## src/rtl/can_sirq_pkg.sv

```systemverilog
package can_sirq_pkg;

    typedef enum logic [1:0] {
        CONF_ACTIVE  = 2'd0,
        CONF_PASSIVE = 2'd1,
        CONF_BUSOFF  = 2'd2
    } conf_e;

    localparam int ADDR_W   = 2;
    localparam int DATA_W   = 32;

    localparam logic [ADDR_W-1:0] A_CTRL = 2'd0;
    localparam logic [ADDR_W-1:0] A_STAT = 2'd1;
    localparam logic [ADDR_W-1:0] A_MASK = 2'd2;
    localparam logic [ADDR_W-1:0] A_PEND = 2'd3;

    localparam int CTRL_W      = 3;
    localparam int C_LISTEN    = 0;
    localparam int C_BOFF_EN   = 1;
    localparam int C_ERR_EN    = 2;

    localparam int S_IDLE      = 8;
    localparam int S_TXRX      = 9;
    localparam int S_CONF_LO   = 10;
    localparam int S_CONF_HI   = 11;
    localparam int S_BOFF      = 12;
    localparam int S_ERR       = 13;

endpackage

```

## src/rtl/can_conf_fsm.sv

```systemverilog
module can_conf_fsm
    import can_sirq_pkg::*;
(
    input  logic       clk,
    input  logic       rst_n,
    input  logic       soft_rst,
    input  logic       listen_only,
    input  logic [1:0] eng_conf,
    output conf_e      state,
    output logic [1:0] conf_code,
    output logic       busoff_entry
);

    conf_e target;
    conf_e nxt;

    always_comb begin
        if (listen_only)
            target = CONF_PASSIVE;
        else if (eng_conf[1])
            target = CONF_BUSOFF;
        else if (eng_conf[0])
            target = CONF_PASSIVE;
        else
            target = CONF_ACTIVE;
    end

    always_comb begin
        nxt          = state;
        busoff_entry = 1'b0;
        if (soft_rst) begin
            nxt = listen_only ? CONF_PASSIVE : CONF_ACTIVE;
        end else begin
            unique case (state)
                CONF_ACTIVE: begin
                    nxt          = target;
                    busoff_entry = (target == CONF_BUSOFF);
                end
                CONF_PASSIVE: begin
                    nxt          = target;
                    busoff_entry = (target == CONF_BUSOFF);
                end
                CONF_BUSOFF: begin
                    nxt = target;
                end
                default: begin
                    nxt = CONF_ACTIVE;
                end
            endcase
        end
    end

    always_ff @(posedge clk or negedge rst_n) begin
        if (!rst_n)
            state <= CONF_ACTIVE;
        else
            state <= nxt;
    end

    always_comb begin
        unique case (state)
            CONF_ACTIVE:  conf_code = 2'b00;
            CONF_PASSIVE: conf_code = 2'b01;
            CONF_BUSOFF:  conf_code = 2'b10;
            default:      conf_code = 2'b00;
        endcase
    end

endmodule

```

## src/rtl/can_sirq_ctl_regs.sv

```systemverilog
module can_sirq_ctl_regs
    import can_sirq_pkg::*;
#(
    parameter int NUM_BUF = 32
) (
    input  logic               clk,
    input  logic               rst_n,
    input  logic               soft_rst,
    input  logic               wr_ctrl,
    input  logic               wr_mask,
    input  logic [DATA_W-1:0]  wdata,
    output logic [CTRL_W-1:0]  ctrl,
    output logic [NUM_BUF-1:0] mask
);

    // control survives soft reset; only the hard reset clears it
    always_ff @(posedge clk or negedge rst_n) begin
        if (!rst_n)
            ctrl <= '0;
        else if (wr_ctrl)
            ctrl <= wdata[CTRL_W-1:0];
    end

    always_ff @(posedge clk or negedge rst_n) begin
        if (!rst_n)
            mask <= '0;
        else if (soft_rst)
            mask <= '0;
        else if (wr_mask)
            mask <= wdata[NUM_BUF-1:0];
    end

endmodule

```

## src/rtl/can_sirq_flags.sv

```systemverilog
module can_sirq_flags #(
    parameter int NUM_BUF = 32
) (
    input  logic               clk,
    input  logic               rst_n,
    input  logic               soft_rst,
    input  logic               boff_set,
    input  logic               err_set,
    input  logic               clr_boff,
    input  logic               clr_err,
    input  logic               boff_en,
    input  logic               err_en,
    input  logic [NUM_BUF-1:0] buf_pend,
    output logic               boff_flag,
    output logic               err_flag,
    output logic               irq
);

    // set takes priority over a same-cycle write-one-to-clear
    always_ff @(posedge clk or negedge rst_n) begin
        if (!rst_n) begin
            boff_flag <= 1'b0;
            err_flag  <= 1'b0;
        end else if (soft_rst) begin
            boff_flag <= 1'b0;
            err_flag  <= 1'b0;
        end else begin
            boff_flag <= boff_set | (boff_flag & ~clr_boff);
            err_flag  <= err_set  | (err_flag  & ~clr_err);
        end
    end

    always_ff @(posedge clk or negedge rst_n) begin
        if (!rst_n)
            irq <= 1'b0;
        else
            irq <= (boff_flag & boff_en) | (err_flag & err_en) | (|buf_pend);
    end

endmodule

```

## src/rtl/can_status_irq.sv

```systemverilog
module can_status_irq
    import can_sirq_pkg::*;
#(
    parameter int NUM_BUF = 32,
    parameter int ERR_W   = 6
) (
    input  logic                clk,
    input  logic                rst_n,
    input  logic                soft_rst,
    input  logic                wr_en,
    input  logic [ADDR_W-1:0]   addr,
    input  logic [DATA_W-1:0]   wdata,
    output logic [DATA_W-1:0]   rdata,
    input  logic                bus_idle,
    input  logic                tx_active,
    input  logic [1:0]          eng_conf,
    input  logic [ERR_W-1:0]    err_bits,
    input  logic [NUM_BUF-1:0]  buf_done,
    output logic                irq
);

    localparam int PAD_W = DATA_W - NUM_BUF;

    conf_e              state;
    logic [1:0]         conf_code;
    logic               busoff_entry;
    logic [CTRL_W-1:0]  ctrl;
    logic [NUM_BUF-1:0] mask;
    logic [NUM_BUF-1:0] buf_pend;
    logic               boff_flag;
    logic               err_flag;
    logic               wr_stat;

    assign wr_stat = wr_en && (addr == A_STAT);

    can_conf_fsm u_fsm (
        .clk          (clk),
        .rst_n        (rst_n),
        .soft_rst     (soft_rst),
        .listen_only  (ctrl[C_LISTEN]),
        .eng_conf     (eng_conf),
        .state        (state),
        .conf_code    (conf_code),
        .busoff_entry (busoff_entry)
    );

    can_sirq_ctl_regs #(.NUM_BUF(NUM_BUF)) u_regs (
        .clk      (clk),
        .rst_n    (rst_n),
        .soft_rst (soft_rst),
        .wr_ctrl  (wr_en && (addr == A_CTRL)),
        .wr_mask  (wr_en && (addr == A_MASK)),
        .wdata    (wdata),
        .ctrl     (ctrl),
        .mask     (mask)
    );

    for (genvar i = 0; i < NUM_BUF; i++) begin : g_pend
        assign buf_pend[i] = buf_done[i] & mask[i];
    end

    can_sirq_flags #(.NUM_BUF(NUM_BUF)) u_flags (
        .clk       (clk),
        .rst_n     (rst_n),
        .soft_rst  (soft_rst),
        .boff_set  (busoff_entry),
        .err_set   (|err_bits),
        .clr_boff  (wr_stat && wdata[S_BOFF]),
        .clr_err   (wr_stat && wdata[S_ERR]),
        .boff_en   (ctrl[C_BOFF_EN]),
        .err_en    (ctrl[C_ERR_EN]),
        .buf_pend  (buf_pend),
        .boff_flag (boff_flag),
        .err_flag  (err_flag),
        .irq       (irq)
    );

    always_comb begin
        rdata = '0;
        unique case (addr)
            A_CTRL: rdata[CTRL_W-1:0] = ctrl;
            A_STAT: begin
                rdata[ERR_W-1:0]           = err_bits;
                rdata[S_IDLE]              = bus_idle;
                rdata[S_TXRX]              = tx_active;
                rdata[S_CONF_HI:S_CONF_LO] = conf_code;
                rdata[S_BOFF]              = boff_flag;
                rdata[S_ERR]               = err_flag;
            end
            A_MASK: rdata = {{PAD_W{1'b0}}, mask};
            A_PEND: rdata = {{PAD_W{1'b0}}, buf_pend};
            default: rdata = '0;
        endcase
    end

endmodule

```

## config.mk

```make
export PLATFORM = sky130hd
export DESIGN_NAME = can_status_irq
export DESIGN_NICKNAME = d
export VERILOG_FILES = /design/src/rtl/can_sirq_pkg.sv /design/src/rtl/can_conf_fsm.sv /design/src/rtl/can_sirq_ctl_regs.sv /design/src/rtl/can_sirq_flags.sv /design/src/rtl/can_status_irq.sv
export SDC_FILE = /design/constraint.sdc
export NUM_CORES = 1
export LEC_CHECK = 0
export BUFFER_PORTS_ARGS = -buffer_cell sky130_fd_sc_hd__buf_2
export CAP_MARGIN = 20
export CORE_MARGIN = 2
export CORE_UTILIZATION = 48
export DETAILED_ROUTE_END_ITERATION = 10
export PLACE_DENSITY_LB_ADDON = 0.1
export RECOVER_POWER = 50
export SYNTH_ARGS = -nofsm -noshare
export SYNTH_HDL_FRONTEND = slang
export SYNTH_SLANG_ARGS = --single-unit
```

## constraint.sdc

```tcl
create_clock -name clk -period 2.79 [get_ports clk]
set_input_delay 0.4185 -clock clk [delete_from_list [all_inputs] [get_ports clk]]
set_output_delay 0.4185 -clock clk [all_outputs]
set_load 0.05 [all_outputs]
```

==> metrics.md, run 1 <==
| Metric | Value |
|---|---|
| Status | `complete, but fails checks` |
| Violated checks | `max-capacitance violations, max-slew violations` |
| Hold path endpoint | `u_regs.mask[31]` |
| Fill cells | `between 300 and 400` |
| Most prevalent standard cell on the critical path | `buf_2` |
| Worst Hold Depth | `2` |
| Chip Width | `between 70 and 80 um` |
| GPL Wtd Cong | `0.851` |
| Worst Path Required | `between 2000 and 2500 ps` |
| Cell Area, Synth | `between 0.002 and 0.0025 sq mm` |
| Number of max-cap violations | `1` |
| Final HPWL DP | `4460 um` |
| Layout Skew | `about 4.9 ps` |
| Avg Inst Size Synth | `11.2 sq um` |
| Startpoint type of the worst setup path | `primary input` |
| Antenna violations before repair | `0` |
| Mapped Nets | `between 200 and 300` |
| Crit Reg-Reg Startpoint | `u_regs.mask[0]` |
| Layout cells sized above 1 | `42.0%` |
| Main flop type after synthesis | `dfrtp_1` |
| Worst Path Max Fanout | `42` |
| Routed via count | `2,085` |
| Final hold vios | `0` |
| HP Class | `in2reg` |
| Min Tclk post-route | `2330 ps` |
| Post-layout total power | `0.00128 W` |
| Largest net degree at the start of global routing | `43` |
| Share of the synthesized area in the top cell type | `46.9%` |
| Sequential area share after synthesis | `46.9%` |
| Distinct cells, synth | `31` |
| Ys async rst share | `100%` |
| RSZ-0062 raised after global routing | `false` |
| Crit-path cells | `buf_2 > nor2b_1 > clkbuf_1 > nand3b_1 > nand2_1 > buf_2` |
| Worst Tran Pin Value | `between 2000 and 2500 ps` |
| Remaining Overflow, GRT | `0` |
| Most frequent cells after synthesis | `40 x dfrtp_1, 32 x a22o_1, 20 x o211a_1, 19 x nand2_1, 17 x a22oi_1` |
| Post-CTS setup buffer count | `0` |
| CTS Buf Count | `5` |
| Setup-failing EPs final | `0` |
| Max IR drop VDD | `0.259 mV` |
| Diodes inserted | `0` |
| Wirelength per Cell | `16.9 um` |
| Count leader, synth | `dfrtp_1` |
| Die extent in y | `70.7 um` |
| Arrival @ worst endpoint | `about 1900 ps` |
| TritonCTS Sinks | `40` |
| Detailed-router iteration count before antenna repair | `4` |
| CP bufs+invs | `3` |
| GRT Resource Usage Total | `24.6%` |
| Synth Register Bits | `40` |
| Via density | `just under 6` |
| P per Cell Area | `458 mW/mm^2` |
| Htree depth | `2` |
| Reg2reg end | `u_flags.irq` |
| CTS resizes | `0` |
| CTS tree | `done` |
| Fin crit share | `83.3%` |
| Syn. warnings | `0` |
| Final Util | `64.6%` |
| Core area | `0.00432 sq mm` |
| Drt drc | `0` |
| Post-Syn Instances | `191` |
| Row count | `24` |
| Routed WL | `just under 6000 um` |
| Layout overhead on the synthesized area | `31.0%` |
| Clock Path Buffers | `2` |
| Sequential cell area | `~0.001 sq mm` |
| First DRT Iteration DRCs | `around 120` |
| I/O Pins | `roughly 110` |
| Nets@finish | `380` |
| Area of the multi-input gates | `0.00103 sq mm` |
| R2R Setup Slk | `about 1400 ps` |
| Max incr delay on CP | `450 ps` |
| Vias in the first global route | `1,997` |
| Cts hold-fix bufs | `0` |
| Die area | `around 0.0050 sq mm` |
| Placed cell area | `0.00274 sq mm` |
| CP Capture Type | `output pin` |
| Design area | `approximately 0.0028 sq mm` |
| Worst skew pair latency | `280 ps` |
| Initial Util | `just under 50%` |
| Post-route setup TNS | `0 ps` |
| Worst r2r path cells | `4` |
| Post-synth top area cell | `dfrtp_1` |
| Max transition margin | `-37.8%` |
| Clk slew on worst S/H paths | `70 ps` |
| Port Buffers | `112` |
| DRT antenna net count | `0` |
| Hold Path Origin | `wdata[31]` |
| First-pass GRT wire length | `9690 um` |
| Number of flops mapped to enable cells by yosys | `0` |
| Crit Path Class | `in2out` |
| CTS Root Cell | `clkbuf_8` |
| Slowest cell on crit path | `clkbuf_1` |
| Worst path top cell family by delay | `buffers and inverters` |
| Largest cells by area after synthesis | `dfrtp_1 47%, a22o_1 13%, o211a_1 9.4%` |
| Pleak | `1.61 nW` |
| Fmax | `about 0.43 GHz` |
| Fin. max-slew vios | `41` |
[worst register-to-register path: stages (launching register included)]
cell and delay [ps]:
dfrtp_1 400, a22oi_1 330, nand4_1 180, nor4_1 250, nand4_1 130
[cell usage in the layout, fill, tap and decap left out, types with 3 or more instances in the layout]
| cell type | synthesis | routed |
|---|---|---|
| buf_4 | 1 | 3 |
| mux2i_1 | 3 | 3 |
| o211a_1 | 20 | 20 |
| inv_1 | 4 | 4 |
| clkbuf_1 | 2 | 5 |
| nor3_1 | 3 | 4 |
| nand4_1 | 4 | 4 |
| a22o_1 | 32 | 32 |
| a22oi_1 | 17 | 17 |
| nand2_1 | 19 | 19 |
| o211ai_1 | 9 | 9 |
| clkbuf_8 | 0 | 5 |
| nor3b_1 | 2 | 3 |
| a221oi_1 | 3 | 3 |
| buf_2 | 12 | 109 |
| dfrtp_1 | 40 | 40 |
[layer usage]
| layer | part of all wire [%] | GRT usage (%) |
|---|---|---|
| met1 | 43 | 36.0 |
| met2 | 47 | 37.2 |
| met3 | 8.4 | 4.99 |
| met4 | 1.4 | 7.55 |
| met5 | 0 | 0 |
[per-stage QoR]
stage | hold WS, ps | instances | worst slack [ps]
final | 347 | 352 | 465
after global routing | 335 | 352 | 298
after CTS | 274 | 352 | 624
after detailed placement | 518 | 345 | 627
after global placement | 515 | 345 | 622
after floorplan | 123 | 191 | 419
[power breakdown]
part           total, W  switching [W]  leakage (nW)  internal, W
combinational  0.000289       0.000183          1.03     0.000106
clock          0.000348       0.000178        0.0410     0.000170
sequential     0.000643      0.0000292         0.536     0.000613
total           0.00128       0.000390          1.61     0.000889
[registers in the layout, summed over array words and instances (netlist names)]
signal,cells
u_fsm.state,2
u_flags.boff_flag,1
u_regs.ctrl,3
u_regs.mask,32
u_flags.err_flag,1
u_flags.irq,1
[layout make-up]
type / count / area share, %
multi-input combinational: 132 / 36.9
sequential: 40 / 35.8
timing repair buffer: 117 / 21.6
clock buffer: 6 / 2.60
tap: 52 / 2.33
inverter: 4 / 0.537
clock inverter: 1 / 0.179
[worst max path at each step]
stage | from | endpoint | depth (start not counted)
2_1_floorplan | addr[1] | rdata[0] | 3
3_3_place_gp | addr[1] | rdata[1] | 4
3_5_place_dp | addr[1] | rdata[0] | 4
4_1_cts | addr[1] | rdata[1] | 4
5_1_grt | addr[1] | rdata[11] | 6
6_report | addr[1] | rdata[11] | 6
[cells by family (layout without fill, tap and decap cells)]
logic type      after synthesis  count (layout)  synth area share [%]
compound gates               85              85                  35.4
simple gates                 41              41                  10.4
flops                        40              40                  46.9
buf+inv                      19             128                  4.22
mux                           6               6                  2.99
(Power assumes the default switching activity.)
==> run 2, diff against run 1 <==
--- a/config.mk
+++ b/config.mk
@@ -5,10 +5,11 @@
 export SDC_FILE = /design/constraint.sdc
 export NUM_CORES = 1
 export LEC_CHECK = 0
+export ABC_AREA = 1
 export BUFFER_PORTS_ARGS = -buffer_cell sky130_fd_sc_hd__buf_2
 export CAP_MARGIN = 20
 export CORE_MARGIN = 2
-export CORE_UTILIZATION = 48
+export CORE_UTILIZATION = 46
 export DETAILED_ROUTE_END_ITERATION = 10
 export PLACE_DENSITY_LB_ADDON = 0.1
 export RECOVER_POWER = 50
==> constraint.sdc (replaced) <==
create_clock -name clk -period 2.35 [get_ports clk]
set_input_delay 0.3525 -clock clk [delete_from_list [all_inputs] [get_ports clk]]
set_output_delay 0.3525 -clock clk [all_outputs]
set_load 0.05 [all_outputs]
==> run 2 against run 1 <==
Net effect:
- area after synthesis up 10%
- combinational power up 49%
- critical path type unchanged
- highest routed layer unchanged
- synthesized cell count up 70%
- register-to-register slack worse by 80 ps
- worst hold slack worse by 110 ps
- the run now ends clean
- die area up 14%
- total power up 32%
- global-route usage down 0.23 points
- worst setup slack worse by 21 ps
- sequential share of layout area down 2.2 points
==> metrics.md, run 2 <==
| Metric | Value |
|---|---|
| Post-CTS setup buffer count | `0 (unchanged)` |
| Critical Path Start | `addr[0] (was addr[1])` |
| Startpoint type of the worst setup path | `primary input (unchanged)` |
| Count leader, synth | `nand2_1 (was dfrtp_1)` |
| RSZ-0062 raised after global routing | `false (unchanged)` |
| Post-synth top area cell | `dfrtp_1 (unchanged)` |
| CTS Buf Count | `5 (unchanged)` |
| Chip Width | `75.4 um (was 70.7 um)` |
| Cell Area, Synth | `0.00235 sq mm (was 0.00213 sq mm)` |
| Largest cells by area after synthesis | `dfrtp_1 43%, o21ai_0 11%, nand2_1 11% (was dfrtp_1 47%, a22o_1 13%, o211a_1 9.4%)` |
| Post-synthesis mux area share | `0% (was 2.99%)` |
| Fin crit share | `81.1%` |
| Avg Inst Size Synth | `7.24 sq um (was 11.2 sq um)` |
| Drt drc | `0 (unchanged)` |
| Routed via count | `2,528 (was 2,085)` |
| GRT Resource Usage Total | `24.3% (was 24.6%)` |
| CTS resizes | `0 (unchanged)` |
| I/O Pins | `113 (unchanged)` |
| Biggest regs | `u_regs.mask x32, u_regs.ctrl x3, u_fsm.state x2 (unchanged)` |
| Nets@finish | `513 (was 380)` |
| Remaining Overflow, GRT | `0 (unchanged)` |
| Max transition margin | `22.7% (was -37.8%)` |
| CTS tree | `done (unchanged)` |
| Via density | `5.05 (was 5.92)` |
| Vias in the first global route | `2,295 (was 1,997)` |
| Arrival @ worst endpoint | `1550 ps (was 1910 ps)` |
| Commonest non-fill, non-tap cell in the layout | `buf_2 (unchanged)` |
| Pleak | `1.62 nW (was 1.61 nW)` |
| Number of flops mapped to enable cells by yosys | `0 (unchanged)` |
| Worst path top cell family by delay | `buffers and inverters (unchanged)` |
| Layout Skew | `9.80 ps (was 4.85 ps)` |
| Adder-cell share of the synthesized area | `0% (unchanged)` |
| Detailed-router iteration count before antenna repair | `4 (unchanged)` |
| CTS Root Cell | `clkbuf_8 (unchanged)` |
| CP Capture Type | `output pin (unchanged)` |
| Worst Path Max Fanout | `35 (was 42)` |
| Core area | `0.00482 sq mm (was 0.00432 sq mm)` |
| Die extent in y | `75.4 um (was 70.7 um)` |
| Synth Register Bits | `40 (unchanged)` |
| Worst Path Required | `2000 ps (was 2370 ps)` |
| Hold Path Origin | `soft_rst (was wdata[31])` |
| Port Buffers | `112 (unchanged)` |
| Fill cells | `497 (was 372)` |
| Number of max-cap violations | `0 (was 1)` |
| Initial Util | `48.7% (was 49.3%)` |
| Antenna violations before repair | `0 (unchanged)` |
| GPL Wtd Cong | `0.924 (was 0.851)` |
| Worst skew pair latency | `300 ps (was 280 ps)` |
| Main flop type after synthesis | `dfrtp_1 (unchanged)` |
| Post-Syn Instances | `324 (was 191)` |
| Mapped Nets | `404 (was 271)` |
| Largest family of logic cells by synthesized area | `simple AND/OR/NAND/NOR gates (was compound AO/OA/AOI/OAI gates)` |
| Htree depth | `2 (unchanged)` |
| Design area | `0.00298 sq mm (was 0.00279 sq mm)` |
| Wirelength per Cell | `13.3 um (was 16.9 um)` |
| Clk slew on worst S/H paths | `80 ps (was 70 ps)` |
| Final hold slack | `241 ps (was 347 ps)` |
| First DRT Iteration DRCs | `160 (was 115)` |
| Most frequent cells in the layout | `110 x buf_2, 67 x nand2_1, 56 x o21ai_0, 43 x inv_1, 40 x dfrtp_1 (was 109 x buf_2, 40 x dfrtp_1, 32 x a22o_1, 20 x o211a_1, 19 x nand2_1)` |
| Sequential area share after synthesis | `42.7% (was 46.9%)` |
| Routed WL | `6650 um (was 5960 um)` |
| Ys async rst share | `100% (unchanged)` |
| Row count | `25 (was 24)` |
| Share of the synthesized area in the top cell type | `42.7% (was 46.9%)` |
| Distinct cells, synth | `24 (was 31)` |
| Status | `finished clean (was complete, but fails checks)` |
| Syn. warnings | `0 (unchanged)` |
| Largest net degree at the start of global routing | `41 (was 43)` |
| Die area | `0.00569 sq mm (was 0.00499 sq mm)` |
| Clock Path Buffers | `2 (unchanged)` |
| Fmax | `0.525 GHz` |
| Final HPWL DP | `5030 um (was 4460 um)` |
| Layout cells sized above 1 | `28.8% (was 42.0%)` |
| Xor/xnor share of the synthesized area | `0% (unchanged)` |
| Cts hold-fix bufs | `0 (unchanged)` |
| Min Tclk post-route | `1910 ps` |
| Layout overhead on the synthesized area | `27.0% (was 31.0%)` |
| First-pass GRT wire length | `10,400 um (was 9690 um)` |
| HP Class | `in2reg (unchanged)` |
| Max reg flops | `32 (unchanged)` |
| Max incr delay on CP | `400 ps (was 450 ps)` |
| CP bufs+invs | `3 (unchanged)` |
| Post-Synth Simple-Gate Area | `26.5% (was 10.4%)` |
| Max IR drop VDD | `0.323 mV (was 0.259 mV)` |
| Diodes inserted | `0 (unchanged)` |
| Setup-failing EPs final | `0 (unchanged)` |
| Most flops, register | `u_regs.mask (unchanged)` |
| Crit Reg-Reg Startpoint | `u_regs.mask[0] (unchanged)` |
| Post-route setup TNS | `0 ps (unchanged)` |
| Finished Layout Cells | `501 (was 352)` |
| Fin. max-slew vios | `0 (was 41)` |
| Compound-Gate Fraction of Synth Area | `19.1% (was 35.4%)` |
| DRT antenna net count | `0 (unchanged)` |
| Worst Tran Pin Value | `1160 ps (was 2070 ps)` |
| Crit Path Class | `in2out (unchanged)` |
| Most frequent cells after synthesis | `67 x nand2_1, 52 x o21ai_0, 42 x inv_1, 40 x dfrtp_1, 34 x nand3_1 (was 40 x dfrtp_1, 32 x a22o_1, 20 x o211a_1, 19 x nand2_1, 17 x a22oi_1)` |
| Final Util | `61.9% (was 64.6%)` |
| Placed cell area | `0.00292 sq mm (was 0.00274 sq mm)` |
| TritonCTS Sinks | `40 (unchanged)` |
| Slowest cell on crit path | `inv_2 (was clkbuf_1)` |
| Final hold vios | `0 (unchanged)` |
| Crit-path cells | `buf_2 > inv_2 > o21ai_0 > o21ai_0 > buf_2 (was buf_2 > nor2b_1 > clkbuf_1 > nand3b_1 > nand2_1 > buf_2)` |
| P per Cell Area | `567 mW/mm^2 (was 458 mW/mm^2)` |
| Post-Place Cells | `493 (was 345)` |
==> run 2: changes by cell type in the layout (fill, tap and decap cells not counted), sizes merged, moves of 30 or more <==
cell / before / now
o21ai: 0 / 66
nand2: 19 / 68
inv: 4 / 45
nand3: 2 / 35
a22o: 32 / 0
nor2: 3 / 33
==> run 2: worst reg2reg max path: cells and delay by family (launching register included) <==
family           cells  cell delay (ps)
flip-flops           1              400
AND/OR/NAND/NOR      6              540
==> run 2: path summary, 6_finish.rpt <==
check / endpoint / slack, ps / cells after the start
max: rdata[13] / 440 / 5
min: u_flags.err_flag / 240 / 2
max reg2reg: u_flags.irq / 1290 / 6
min reg2reg: u_regs.mask[8] / 530 / 2
max in group asynchronous: u_regs.mask[12] / 500 / 2
min in group asynchronous: u_regs.mask[2] / 260 / 1
==> run 2: area by class of cell <==
cell class                 count  area, sq um  area share [%]
inverter                      45          169            5.67
timing repair buffer         117          584            19.6
clock inverter                 2         10.0           0.336
sequential                    40         1000            33.6
clock buffer                   6         82.6            2.77
tap                           67         83.8            2.81
multi-input combinational    224         1050            35.2
==> run 2: power by group <==
group / internal, W / switching, W
clock network: 0.000234 / 0.000248
logic: 0.000134 / 0.000297
registers: 0.000740 / 0.0000349
total: 0.00111 / 0.000580
==> run 2: per-layer routing <==
metal | vias up | part of all wire, % | wire length, um | track usage, %
li1 | 1279 | - | - | -
met2 | 113 | 47 | 3110 | 39.8
met4 | 0 | 0.92 | 61 | 5.46
met5 | - | 0 | 0 | 0
met3 | 7 | 8.2 | 543 | 6.88
met1 | 1129 | 44 | 2940 | 32.3
==> run 2: through the flow <==
stage,setup slack (ps),total power [W]
after floorplan,171,0.00107
after global routing,172,0.00178
final,444,0.00169
after detailed placement,397,0.00123
after global placement,447,0.00122
after CTS,397,0.00170
==> run 2: cell families after synthesis <==
logic type / Yosys count
AND/OR/NAND/NOR: 141
flip-flops: 40
buffers and inverters: 60
AO/OA/AOI/OAI: 83
==> run 3, diff against run 2 <==
==> constraint.sdc (replaced) <==
create_clock -name clk -period 2 [get_ports clk]
set_input_delay 0.3 -clock clk [delete_from_list [all_inputs] [get_ports clk]]
set_output_delay 0.3 -clock clk [all_outputs]
set_load 0.05 [all_outputs]
==> run 3 against run 2 <==
Net effect:
- global-route usage up 0.33 points
- clock power up 34%
- count of clock-buffer cells in the layout unchanged
- sequential share of layout area down 0.29 points
- worst setup slack worse by 240 ps
- die area unchanged
- flip-flop and latch count unchanged
- worst hold slack worse by 26 ps
- critical path type unchanged
==> metrics.md, run 3 (synthesis results as in run 2) <==
| Metric | Value |
|---|---|
| Status | `finished clean (unchanged)` |
| Setup crit end | `rdata[11] (was rdata[13])` |
| Fill cells | `512 (was 497)` |
| R2R Setup Slk | `920 ps (was 1290 ps)` |
| Clk slew on worst S/H paths | `70 ps (was 80 ps)` |
| Most prevalent standard cell on the critical path | `inv_2` |
| Finished Layout Cells | `502 (was 501)` |
| CP Capture Type | `output pin (unchanged)` |
| Via density | `5.10 (was 5.05)` |
| Final HPWL DP | `5060 um (was 5030 um)` |
| First-pass GRT wire length | `10,600 um (was 10,400 um)` |
| Critical Path Start | `addr[0] (unchanged)` |
| CTS tree | `done (unchanged)` |
| P per Cell Area | `689 mW/mm^2 (was 567 mW/mm^2)` |
| Placed cell area | `0.00293 sq mm (was 0.00292 sq mm)` |
| Worst Path Required | `1700 ps (was 2000 ps)` |
| Worst r2r path cells | `6 (unchanged)` |
| Layout Skew | `5.24 ps (was 9.80 ps)` |
| Layout overhead on the synthesized area | `28.2% (was 27.0%)` |
| Commonest non-fill, non-tap cell in the layout | `buf_2 (unchanged)` |
| Cts hold-fix bufs | `0 (unchanged)` |
| Antenna violations before repair | `0 (unchanged)` |
| Min Tclk post-route | `1790 ps` |
| Largest net degree at the start of global routing | `41 (unchanged)` |
| Number of max-cap violations | `0 (unchanged)` |
| TritonCTS Sinks | `40 (unchanged)` |
| Nets@finish | `514 (was 513)` |
| Met3 routed WL | `511 um (was 543 um)` |
| Port Buffers | `112 (unchanged)` |
| Chip Width | `75.4 um (unchanged)` |
| Slowest cell on crit path | `buf_2 (was inv_2)` |
| Most frequent cells in the layout | `109 x buf_2, 67 x nand2_1, 55 x o21ai_0, 42 x inv_1, 40 x dfrtp_1 (was 110 x buf_2, 67 x nand2_1, 56 x o21ai_0, 43 x inv_1, 40 x dfrtp_1)` |
| Max reg flops | `32 (unchanged)` |
| HP Class | `in2reg (unchanged)` |
| Design area | `0.00301 sq mm (was 0.00298 sq mm)` |
| I/O Pins | `113 (unchanged)` |
| Worst Tran Pin Value | `1430 ps (was 1160 ps)` |
| Drt drc | `0 (unchanged)` |
| Arrival @ worst endpoint | `1490 ps (was 1550 ps)` |
| CTS resizes | `0 (unchanged)` |
| Post-layout total power | `0.00207 W (was 0.00169 W)` |
| Post-route setup TNS | `0 ps (unchanged)` |
| Diodes inserted | `0 (unchanged)` |
| Row count | `25 (unchanged)` |
| CTS Buf Count | `5 (unchanged)` |
| Fmax | `0.558 GHz` |
| GRT Resource Usage Total | `24.7% (was 24.3%)` |
| Die area | `0.00569 sq mm (unchanged)` |
| Most flops, register | `u_regs.mask (unchanged)` |
| Worst skew pair latency | `290 ps (was 300 ps)` |
| Reg2reg end | `u_flags.irq (unchanged)` |
| Max incr delay on CP | `290 ps (was 400 ps)` |
| Clock Path Buffers | `2 (unchanged)` |
| Layout cells sized above 1 | `29.0% (was 28.8%)` |
| Max transition margin | `4.81% (was 22.7%)` |
| Metal1 wirelength | `3100 um (was 2940 um)` |
| Crit Reg-Reg Startpoint | `u_regs.mask[0] (unchanged)` |
| Fin. max-slew vios | `0 (unchanged)` |
| Wirelength per Cell | `13.4 um (was 13.3 um)` |
| Final hold slack | `215 ps (was 241 ps)` |
| Detailed-router iteration count before antenna repair | `4 (unchanged)` |
| Htree depth | `2 (unchanged)` |
| Setup-failing EPs final | `0 (unchanged)` |
| First DRT Iteration DRCs | `110 (was 160)` |
| Uppermost layer routed | `met4 (unchanged)` |
| Initial Util | `48.7% (unchanged)` |
| Max IR drop VDD | `0.378 mV (was 0.323 mV)` |
| Vias in the first global route | `2,330 (was 2,295)` |
| DRT antenna net count | `0 (unchanged)` |
| Worst Path Max Fanout | `35 (unchanged)` |
| Post-CTS setup buffer count | `0 (unchanged)` |
| Routed WL | `6740 um (was 6650 um)` |
| GPL Wtd Cong | `0.852 (was 0.924)` |
| Crit Path Class | `in2out (unchanged)` |
| CTS Root Cell | `clkbuf_8 (unchanged)` |
| Crit-path cells | `clkbuf_1 > inv_2 > nor2_4 > inv_2 > o31ai_2 > buf_2 (was buf_2 > inv_2 > o21ai_0 > o21ai_0 > buf_2)` |
| Fin crit share | `89.6%` |
| Startpoint type of the worst setup path | `primary input (unchanged)` |
| RSZ-0062 raised after global routing | `false (unchanged)` |
| Pleak | `1.62 nW (about the same)` |
| Post-Place Cells | `494 (was 493)` |
| Final hold vios | `0 (unchanged)` |
| Core area | `0.00482 sq mm (unchanged)` |
| Biggest regs | `u_regs.mask x32, u_regs.ctrl x3, u_fsm.state x2 (unchanged)` |
| DR WL met2 | `3060 um (was 3110 um)` |
| Die extent in y | `75.4 um (unchanged)` |
| Routed via count | `2,560 (was 2,528)` |
| Remaining Overflow, GRT | `0 (unchanged)` |
==> run 3: worst min path at each step <==
stage | startpoint | depth (start not counted) | endpoint | slack (ps)
3_5_place_dp | rst_n | 1 | u_regs.mask[0] | 330
2_1_floorplan | rst_n | 0 | u_flags.boff_flag | 4
3_3_place_gp | rst_n | 1 | u_regs.ctrl[0] | 330
6_report | soft_rst | 2 | u_flags.boff_flag | 210
4_1_cts | rst_n | 1 | u_regs.mask[31] | 20
5_1_grt | soft_rst | 2 | u_flags.boff_flag | 200
==> run 3: worst max-delay path, delay by kind of cell <==
family / cells / cell delay [ps]
AO/OA/AOI/OAI: 1 / 180
buffers and inverters: 4 / 750
AND/OR/NAND/NOR: 1 / 250
==> run 3: power breakdown <==
| part | internal [W] | switching (W) | total, W |
|---|---|---|---|
| sequential | 0.000870 | 0.0000437 | 0.000914 |
| clock | 0.000370 | 0.000278 | 0.000648 |
| combinational | 0.000159 | 0.000352 | 0.000511 |
==> run 3: layout make-up <==
| cell class | instances | area (sq um) | share of cell area [%] |
|---|---|---|---|
| tap | 67 | 83.8 | 2.79 |
| sequential | 40 | 1000 | 33.3 |
| multi-input combinational | 224 | 1050 | 35.1 |
| clock inverter | 2 | 35.0 | 1.17 |
| clock buffer | 6 | 72.6 | 2.41 |
| timing repair buffer | 118 | 591 | 19.6 |
| inverter | 45 | 169 | 5.62 |
==> run 3: per-layer routing <==
| layer | track usage, % | up-vias |
|---|---|---|
| met5 | 0 | - |
| met3 | 5.82 | 9 |
| met2 | 38.5 | 101 |
| met4 | 6.43 | 0 |
| met1 | 34.8 | 1172 |
| li1 | - | 1278 |
==> run 3: metrics by stage <==
stage               setup slack [ps]  util, %
floorplan                       84.5        -
global placement                 218     60.9
detailed placement               179     60.9
CTS                              187     63.1
global route                    77.6     62.4
finish                           207     62.4
